## config.mk

```make
export PLATFORM = sky130hd
export DESIGN_NAME = flash_xo_guard
export DESIGN_NICKNAME = d
export VERILOG_FILES = /design/src/rtl/fxg_pkg.sv /design/src/rtl/fxg_seg_prot.sv /design/src/rtl/fxg_fetch_track.sv /design/src/rtl/fxg_judge.sv /design/src/rtl/flash_xo_guard.sv
export SDC_FILE = /design/constraint.sdc
export NUM_CORES = 1
export LEC_CHECK = 0
export CORE_MARGIN = 3
export CORE_UTILIZATION = 55
export DETAILED_ROUTE_END_ITERATION = 16
export DONT_BUFFER_PORTS = 1
export PLACE_DENSITY = 0.7
export SYNTH_ARGS = -nofsm -noshare
export SYNTH_HDL_FRONTEND = slang
export SYNTH_HIERARCHICAL = 1
export SYNTH_SLANG_ARGS = --single-unit
```

## constraint.sdc

```tcl
create_clock -name clk -period 2.25 [get_ports clk]
set_input_delay 0.1125 -clock clk [delete_from_list [all_inputs] [get_ports clk]]
set_output_delay 0.1125 -clock clk [all_outputs]
set_load 0.01 [all_outputs]
```

## src/rtl/fxg_pkg.sv

```systemverilog
package fxg_pkg;

  typedef enum logic {
    ACC_DATA  = 1'b0,
    ACC_FETCH = 1'b1
  } acc_kind_e;

  typedef struct packed {
    logic grant;      // transaction allowed
    logic fetch_ok;   // granted processor fetch: moves tracker
    logic fetch_xo;   // that fetch landed in execute-only flash
  } verdict_t;

endpackage

```

## src/rtl/fxg_seg_prot.sv

```systemverilog
module fxg_seg_prot #(
  parameter int SEG_N = 32,
  localparam int IDX_W = $clog2(SEG_N)
) (
  input  logic             clk,
  input  logic             rst,
  input  logic [SEG_N-1:0] xo_init,
  input  logic [SEG_N-1:0] so_init,
  input  logic [IDX_W-1:0] seg_idx,
  output logic             xo_hit,
  output logic             so_hit
);

  logic [SEG_N-1:0] xo_q;
  logic [SEG_N-1:0] so_q;

  for (genvar g = 0; g < SEG_N; g++) begin : g_seg
    always_ff @(posedge clk) begin
      if (rst) begin
        xo_q[g] <= xo_init[g];
        so_q[g] <= so_init[g];
      end
    end
  end

  always_comb begin
    xo_hit = 1'b0;
    so_hit = 1'b0;
    if (int'(seg_idx) < SEG_N) begin
      xo_hit = xo_q[seg_idx];
      so_hit = so_q[seg_idx];
    end
  end


  prot_hold_chk: assert property (@(posedge clk) disable iff (rst)
    1'b1 |=> ($stable(xo_q) && $stable(so_q)));

endmodule

```

## src/rtl/fxg_fetch_track.sv

```systemverilog
module fxg_fetch_track (
  input  logic clk,
  input  logic rst,
  input  logic fetch_ok,
  input  logic fetch_xo,
  output logic last_xo,
  output logic win_open
);

  always_ff @(posedge clk) begin
    if (rst) begin
      last_xo  <= 1'b0;
      win_open <= 1'b1;
    end else if (fetch_ok) begin
      last_xo  <= fetch_xo;
      win_open <= 1'b0;
    end
  end


  win_stays_shut_chk: assert property (@(posedge clk) disable iff (rst)
    !win_open |=> !win_open);


  win_close_chk: assert property (@(posedge clk) disable iff (rst)
    fetch_ok |=> !win_open);


  track_idle_chk: assert property (@(posedge clk) disable iff (rst)
    !fetch_ok |=> ($stable(last_xo) && $stable(win_open)));

endmodule

```

## src/rtl/fxg_judge.sv

```systemverilog
module fxg_judge
  import fxg_pkg::*;
(
  input  logic      valid,
  input  acc_kind_e kind,
  input  logic      sup,
  input  logic      dbg,
  input  logic      xo_hit,
  input  logic      so_hit,
  input  logic      last_xo,
  input  logic      win_open,
  output verdict_t  vd
);

  logic priv_ok;
  logic dbg_ok;
  logic is_fetch;
  logic data_ok;

  always_comb begin
    priv_ok  = !(so_hit && !sup);
    dbg_ok   = !(dbg && xo_hit);
    is_fetch = (kind == ACC_FETCH) && !dbg;
    data_ok  = !xo_hit || last_xo || (win_open && sup);

    vd.grant    = valid && priv_ok && dbg_ok && (is_fetch || data_ok);
    vd.fetch_ok = valid && priv_ok && is_fetch;
    vd.fetch_xo = xo_hit;
  end

endmodule

```

## src/rtl/flash_xo_guard.sv

```systemverilog
module flash_xo_guard
  import fxg_pkg::*;
#(
  parameter int ADDR_W = 18,
  parameter int SEG_N  = 32
) (
  input  logic              clk,
  input  logic              rst,
  input  logic [SEG_N-1:0]  xo_init,
  input  logic [SEG_N-1:0]  so_init,
  input  logic              req_valid,
  input  logic [ADDR_W-1:0] req_addr,
  input  logic              req_fetch,
  input  logic              req_sup,
  input  logic              req_dbg,
  output logic              rsp_valid,
  output logic              rsp_grant,
  output logic              rsp_err
);

  localparam int IDX_W = $clog2(SEG_N);

  logic [IDX_W-1:0] seg_idx;
  logic             xo_hit;
  logic             so_hit;
  logic             last_xo;
  logic             win_open;
  verdict_t         vd;
  acc_kind_e        kind;

  assign seg_idx = req_addr[ADDR_W-1 -: IDX_W];
  assign kind    = acc_kind_e'(req_fetch);

  fxg_seg_prot #(.SEG_N(SEG_N)) u_prot (
    .clk     (clk),
    .rst     (rst),
    .xo_init (xo_init),
    .so_init (so_init),
    .seg_idx (seg_idx),
    .xo_hit  (xo_hit),
    .so_hit  (so_hit)
  );

  fxg_fetch_track u_track (
    .clk      (clk),
    .rst      (rst),
    .fetch_ok (vd.fetch_ok),
    .fetch_xo (vd.fetch_xo),
    .last_xo  (last_xo),
    .win_open (win_open)
  );

  fxg_judge u_judge (
    .valid    (req_valid),
    .kind     (kind),
    .sup      (req_sup),
    .dbg      (req_dbg),
    .xo_hit   (xo_hit),
    .so_hit   (so_hit),
    .last_xo  (last_xo),
    .win_open (win_open),
    .vd       (vd)
  );

  always_ff @(posedge clk) begin
    if (rst) begin
      rsp_valid <= 1'b0;
      rsp_grant <= 1'b0;
      rsp_err   <= 1'b0;
    end else begin
      rsp_valid <= req_valid;
      rsp_grant <= vd.grant;
      rsp_err   <= req_valid && !vd.grant;
    end
  end


  rsp_follow_chk: assert property (@(posedge clk) disable iff (rst)
    req_valid |=> rsp_valid);


  rsp_quiet_chk: assert property (@(posedge clk) disable iff (rst)
    !req_valid |=> !rsp_valid);


  rsp_onehot_chk: assert property (@(posedge clk) disable iff (rst)
    rsp_valid |-> (rsp_grant != rsp_err));


  rsp_idle_chk: assert property (@(posedge clk) disable iff (rst)
    !rsp_valid |-> (!rsp_grant && !rsp_err));


  user_so_chk: assert property (@(posedge clk) disable iff (rst)
    (req_valid && so_hit && !req_sup) |=> rsp_err);


  dbg_xo_chk: assert property (@(posedge clk) disable iff (rst)
    (req_valid && req_dbg && xo_hit) |=> rsp_err);


  fetch_grant_chk: assert property (@(posedge clk) disable iff (rst)
    (req_valid && req_fetch && !req_dbg && !(so_hit && !req_sup)) |=> rsp_grant);

endmodule

```

==> results of run 1 <==
## metal layers
layer / wire [microns] / track usage / vias to the layer above
met5: 0 / 0 / -
met4: 100 / 0.111 / 0
met3: 386 / 0.0591 / 10
met2: 3230 / 0.378 / 79
met1: 2300 / 0.269 / 807
li1: - / - / 766
## flip-flops by register name, indices dropped and copies added (netlist names)
| name | cells |
|---|---|
| rsp_grant | 1 |
| rsp_err | 1 |
| u_track/last_xo | 1 |
| u_track/win_open | 1 |
| u_prot/xo_q | 32 |
| u_prot/so_q | 32 |
| rsp_valid | 1 |
## final timing paths
kind / slack, ps / endpoint / cells past startpoint / startpoint
worst max-delay path: 200 / u_track/last_xo / 10 / u_prot/so_q[12]
worst min-delay path: 50 / rsp_grant / 2 / req_dbg
worst max register to register: 200 / u_track/last_xo / 10 / u_prot/so_q[12]
worst min register to register: 490 / u_track/win_open / 1 / u_track/win_open
## layout by cell type, fill, tap and decap left out
cell type	n
a2111oi_2	1
a211oi_1	1
a21o_1	1
a21oi_1	2
a22oi_1	14
a31oi_1	2
and2_1	1
and4b_1	2
buf_16	1
buf_4	5
clkbuf_8	9
clkinv_1	3
clkinv_2	1
clkinvlp_4	2
dfxtp_1	5
dlygate4sd3_1	67
edfxtp_1	64
inv_1	3
mux2i_1	32
mux2i_2	1
nand2_1	5
nand4b_1	2
nor2_1	2
nor2b_1	4
nor3b_2	2
o21ai_0	1
o311ai_1	2
## what timing repair did
item                       in CTS  in global routing
gates resized for setup         0                  2
hold endpoints to repair      133                  0
hold buffers                   68                  0
setup endpoints to repair       0                  2
## stage by stage
stage	power (uW)	hold slack (ps)	util	instance area [sq um]
3_3_place_gp	1690	194	0.585	2780
6_report	2610	54.3	0.766	3640
4_1_cts	2600	24.4	0.764	3630
2_1_floorplan	1680	183	-	2730
3_5_place_dp	1690	197	0.585	2780
5_1_grt	2710	36.9	0.766	3640
## cell families (layout without fill, tap and decap cells)
logic type             after synthesis  count (layout)  share of synthesized area
flip-flops                          69              69                      0.740
multiplexers                        33              33                      0.121
AO/OA/AOI/OAI                       24              24                     0.0659
AND/OR/NAND/NOR                     18              18                     0.0421
buffers and inverters               11              91                     0.0311
## final cells by class
type,instances,area (sq um),area share
flip-flops and latches,69,2020,0.555
well taps,67,83.8,0.0230
inverters,3,11.3,0.00309
clock inverters,6,31.3,0.00859
clock buffers,9,124,0.0340
repair buffers,73,736,0.202
multi-input cells,75,634,0.174
## worst max-delay path, cell delays in order, from the launching register on
cell      delay, ps
edfxtp_1        400
mux2i_2         200
a22oi_1         110
and4b_1         210
a31oi_1         140
o311ai_1        120
inv_1            70
o21ai_0         150
nor3b_2         250
mux2i_1         220
nor2_1           60
## report_power, final
group	internal [uW]	switching, uW	total (uW)	leakage (uW)
clock network	379	432	811	0.0000736
registers	1510	33.6	1540	0.000668
logic	151	104	255	0.000609
total	2040	570	2610	0.00135
==> results.tsv, run 1 <==
stage	metric	value	unit
route	antenna_left	0	
clocking	clkLatencyLatePin	340	ps
logic_synthesis	syn_inst	155	
job	maxCapViolations	0	
logic_synthesis	synth_top_area_share	0.703	
sta	tns	0	ps
cells_and_area	syn2layout_area_growth	33.3	%
worst_setup_path	worst_setup_path_start_kind	flop	
sta	finClkSkew	7.99	ps
route	drt_iter0_drc	129	
floorplanning	core-area	4750	sq um
route	wl	6010	microns
sta	finalHoldViolations	0	
sta	fin_crit	2050	ps
worst_setup_path	endpoint_kind	flop	
worst_setup_path	cp_max_fo	2	
floorplanning	dieArea	5850	sq um
floorplanning	die_h	76.5	microns
sta	finalCritPeriodShare	0.913	
sta	worst_slew_pin_slew	512	ps
logic_synthesis	yosys-top-cells-area	edfxtp_1, mux2i_1, a22oi_1	
route	post_drt_wl_per_cell	19.9	microns
global_routing	antenna_found_initial	0	
placed_design	hpwl	3260	microns
cells_and_area	stdcell_count	302	
placed_design	dpl_worst_slack	189	ps
floorplanning	rows	25	
outcome	outcome	completed	
sta	rsz0062_at_grt	no	
sta	finalMaxSlewViolations	0	
logic_synthesis	ys_dominant_reg_cell	edfxtp_1	
route	firstDrtPassIters	5	
sta	setup_viol	0	
logic_synthesis	avgSynthCellArea	17.6	sq um
clocking	post-cts-setup-buffers	0	
logic_synthesis	yosysTopAreaCell	edfxtp_1	
logic_synthesis	synth.distinct_cells	25	
logic_synthesis	ys_seq_area_frac	0.740	
logic_synthesis	synth_area	2730	sq um
logic_synthesis	synthArstFlopShare	0	
clocking	cts_tree	done	
global_routing	grt_max_degree	70	
clocking	cts_max_level	3	
power_and_ir_drop	ir_worst_vdd	558	uV
logic_synthesis	syn-num-nets	243	
global_routing	track_usage	0.225	
sta	fmax	487	MHz
logic_synthesis	yosysMostFrequentCell	edfxtp_1	
placed_design	port_buffers	0	
hold_path	hp-class	in -> reg	
logic_synthesis	synth_seq_cells	69	
worst_setup_path	cp.required	2460	ps
global_routing	grt_pass1_wl	9780	microns
cells_and_area	layout-drive-gt1-share	0.0936	
power_and_ir_drop	leakage	0.00135	uW
clocking	path_clk_slew	70	ps
clocking	cts-root-buf	clkbuf_8	
placed_design	place_congestion	0.758	
route	via_count	1662	
cells_and_area	antenna_cells	0	
route	via_per_inst	5.50	
placed_design	placed_cells	219	
logic_synthesis	synth_edf_count	64	
clocking	cts_buffers	9	
logic_synthesis	yosys_warnings	6	
clocking	clkSinkCount	69	
floorplanning	initial_core_util	0.575	
sta	setup_slack	197	ps
worst_setup_path	cp.arrival	2270	ps
sta	max_slew_margin	0.653	
power_and_ir_drop	power.density	717	nW/um^2
route	drt_drc_violations_left	0	
floorplanning	io_pins	91	
global_routing	overflow	0	
logic_synthesis	ys_top_cells_by_count	edfxtp_1, mux2i_1, a22oi_1	
worst_setup_path	crit_type	reg -> reg	
floorplanning	die_x	76.5	microns
global_routing	grt_pass1_vias	1849	
cells_and_area	nFillCells	287	
cells_and_area	nets	319	
clocking	clockBufferDepth	2	
Note: power is estimated with default switching activity, not from simulation.
==> inputs of run 2 (changes only) <==
- CELL_PAD_IN_SITES_DETAIL_PLACEMENT: not set -> 0
- CELL_PAD_IN_SITES_GLOBAL_PLACEMENT: not set -> 2
- CORE_UTILIZATION: 55 -> 42
- GPL_TIMING_DRIVEN: not set -> 0
- PLACE_DENSITY: 0.7 -> 0.77
- SLEW_MARGIN: not set -> 20
==> results.tsv, run 2 (synthesized netlist as in run 1, its figures left out) <==
stage	metric	value	unit	change
clocking	clkSinkCount	69		unchanged
sta	finalMaxSlewViolations	0		unchanged
power_and_ir_drop	finalPower	2610	uW	about the same
sta	fin_crit	2020	ps	-28.8 ps
route	via_count	1638		-1.4%
global_routing	track_usage	0.175		-0.0499
worst_setup_path	crit_type	reg -> reg		
clocking	cts_buffers	9		unchanged
sta	finClkSkew	6.01	ps	-1.98 ps
sta	setup_viol	0		unchanged
clocking	clkLatencyLatePin	330	ps	about the same
worst_setup_path	endpoint_kind	flop		
global_routing	grt_use_met3	0.0637		+0.00459
global_routing	grt_max_degree	70		unchanged
route	antenna_left	0		unchanged
power_and_ir_drop	leakage	0.00136	uW	+0.78%
sta	worst_slew_pin_slew	647	ps	+136 ps
global_routing	met1_usage	0.195		-0.0744
route	firstDrtPassIters	7		+2
global_routing	met2_usage	0.307		-0.0705
route	via_per_inst	5.23		-4.9%
worst_setup_path	cp_max_fo	2		unchanged
worst_setup_path	worst_setup_path_start_kind	flop		
sta	max_slew_margin	0.567		-0.0866
power_and_ir_drop	power.density	712	nW/um^2	-0.73%
floorplanning	die_x	86.7	microns	+13%
floorplanning	io_pins	91		unchanged
cells_and_area	layout-drive-gt1-share	0.0798		-0.0138
sta	setup_slack	225	ps	+28.8 ps
placed_design	hpwl	3880	microns	+19%
worst_setup_path	crit_buf_inv	1		unchanged
worst_setup_path	r2r_cells	10		unchanged
clocking	cts-root-buf	clkbuf_8		
worst_setup_path	crit_family	simple AND/OR/NAND/NOR gates		
global_routing	grt_pass1_wl	9410	microns	-3.8%
floorplanning	rows	28		+12%
clocking	cts_max_level	3		unchanged
clocking	clockBufferDepth	2		unchanged
cells_and_area	layout_commonest_cell	dlygate4sd3_1		
placed_design	port_buffers	0		unchanged
sta	finalHoldViolations	0		unchanged
cells_and_area	nFillCells	475		+66%
worst_setup_path	regToRegEndpoint	u_track/last_xo		
route	drt_iter0_drc	115		-11%
cells_and_area	stdcell_count	313		+3.6%
worst_setup_path	crit_chain	mux2i_1 > a22oi_1 > and4b_1 > a31oi_1 > o311ai_1 > inv_1 > o21ai_0 > nor3b_2 > mux2i_1 > nor2_1		
floorplanning	core-area	6100	sq um	+28%
worst_setup_path	cp.required	2460	ps	about the same
job	maxCapViolations	0		unchanged
worst_setup_path	worst-r2r-setup-slack	230	ps	+30 ps
clocking	path_clk_slew	70	ps	about the same
route	drt_drc_violations_left	0		unchanged
cells_and_area	layout_common_cells	dlygate4sd3_1, edfxtp_1, mux2i_1		
placed_design	place_congestion	0.790		+4.3%
worst_setup_path	crit-reg2reg-launch	u_prot/so_q[15]		
route	wl	6070	microns	+1.0%
cells_and_area	syn2layout_area_growth	34.3	%	
global_routing	grt_pass1_vias	1855		+0.32%
sta	fmax	494	MHz	+1.4%
hold_path	hp-class	in -> reg		
global_routing	overflow	0		unchanged
hold_path	worstHoldPathCells	2		unchanged
cells_and_area	nets	321		+0.63%
power_and_ir_drop	ir_worst_vdd	693	uV	+24%
outcome	outcome	completed		
worst_setup_path	slowest_stage	edfxtp_1		
clocking	post-cts-setup-buffers	0		unchanged
hold_path	hold_path_end	rsp_grant		
floorplanning	dieArea	7510	sq um	+28%
hold_path	hp-start	req_dbg		
route	post_drt_wl_per_cell	19.4	microns	-2.6%
sta	finalCritPeriodShare	0.900		-0.0128
worst_setup_path	cp.arrival	2240	ps	-30 ps
placed_design	dpl_worst_slack	3.60	ps	-186 ps
sta	rsz0062_at_grt	no		
global_routing	grt-busiest-layer	met2		
sta	tns	0	ps	unchanged
floorplanning	initial_core_util	0.448		-0.126
cells_and_area	reg_top3	u_prot/so_q: 32 flops, u_prot/xo_q: 32 flops		
placed_design	placed_cells	230		+5.0%
clocking	cts_tree	done		
global_routing	antenna_found_initial	0		unchanged
worst_setup_path	cpMostUsedCell	mux2i_1		
cells_and_area	utilization	0.602		-0.164
worst_setup_path	critPathMaxStageDelay	370	ps	-30 ps
floorplanning	die_h	86.7	microns	+13%
cells_and_area	antenna_cells	0		unchanged
==> run 2: what timing repair did <==
item,in CTS,in global routing
setup endpoints to repair,0,1
hold buffers,67,0
resized for setup,0,1
hold endpoints to repair,133,0
==> run 2: cell type report <==
cell class	count	area [sq um]	share of cell area
Sequential cell	69	2020	0.551
Timing Repair Buffer	67	688	0.188
Multi-Input combinational cell	75	631	0.172
Clock buffer	12	135	0.0368
Tap cell	75	93.8	0.0256
Buffer	8	73.8	0.0201
Clock inverter	4	15.0	0.00409
Inverter	3	11.3	0.00307
==> run 2: worst max-delay path by stage <==
stage,from,end,slack (ps),depth (start not counted)
final,u_prot/so_q[15],u_track/last_xo,230,10
after floorplan,req_addr[13],u_track/last_xo,430,12
after detailed placement,req_addr[14],u_track/last_xo,4,10
after global placement,req_addr[14],u_track/last_xo,3,10
after CTS,u_prot/so_q[15],u_track/last_xo,130,10
after global routing,u_prot/so_q[15],u_track/last_xo,60,10
==> run 2: layer usage <==
metal  part of all wire  wire length [microns]
met1               0.39                   2400
met2               0.54                   3250
met3              0.061                    369
met4             0.0092                     56
met5                  0                      0
==> run 2: report_power, final <==
part,leakage [uW],switching (uW),internal (uW)
Sequential,0.000668,30.3,1510
Clock,0.0000745,409,386
Combinational,0.000619,119,156
==> run 2: per-stage QoR <==
step                hold slack [ps]  instance area, sq um
floorplan                       183                  2730
finish                         24.6                  3670
CTS                            7.06                  3660
global route                 0.0465                  3670
detailed placement              200                  2830
global placement                196                  2830
==> run 2: worst register-to-register path: stages, from the launching register on <==
cell	delay, ps
edfxtp_1	370
mux2i_1	160
a22oi_1	130
and4b_1	230
a31oi_1	140
o311ai_1	110
inv_1	100
o21ai_0	140
nor3b_2	260
mux2i_1	210
nor2_1	50
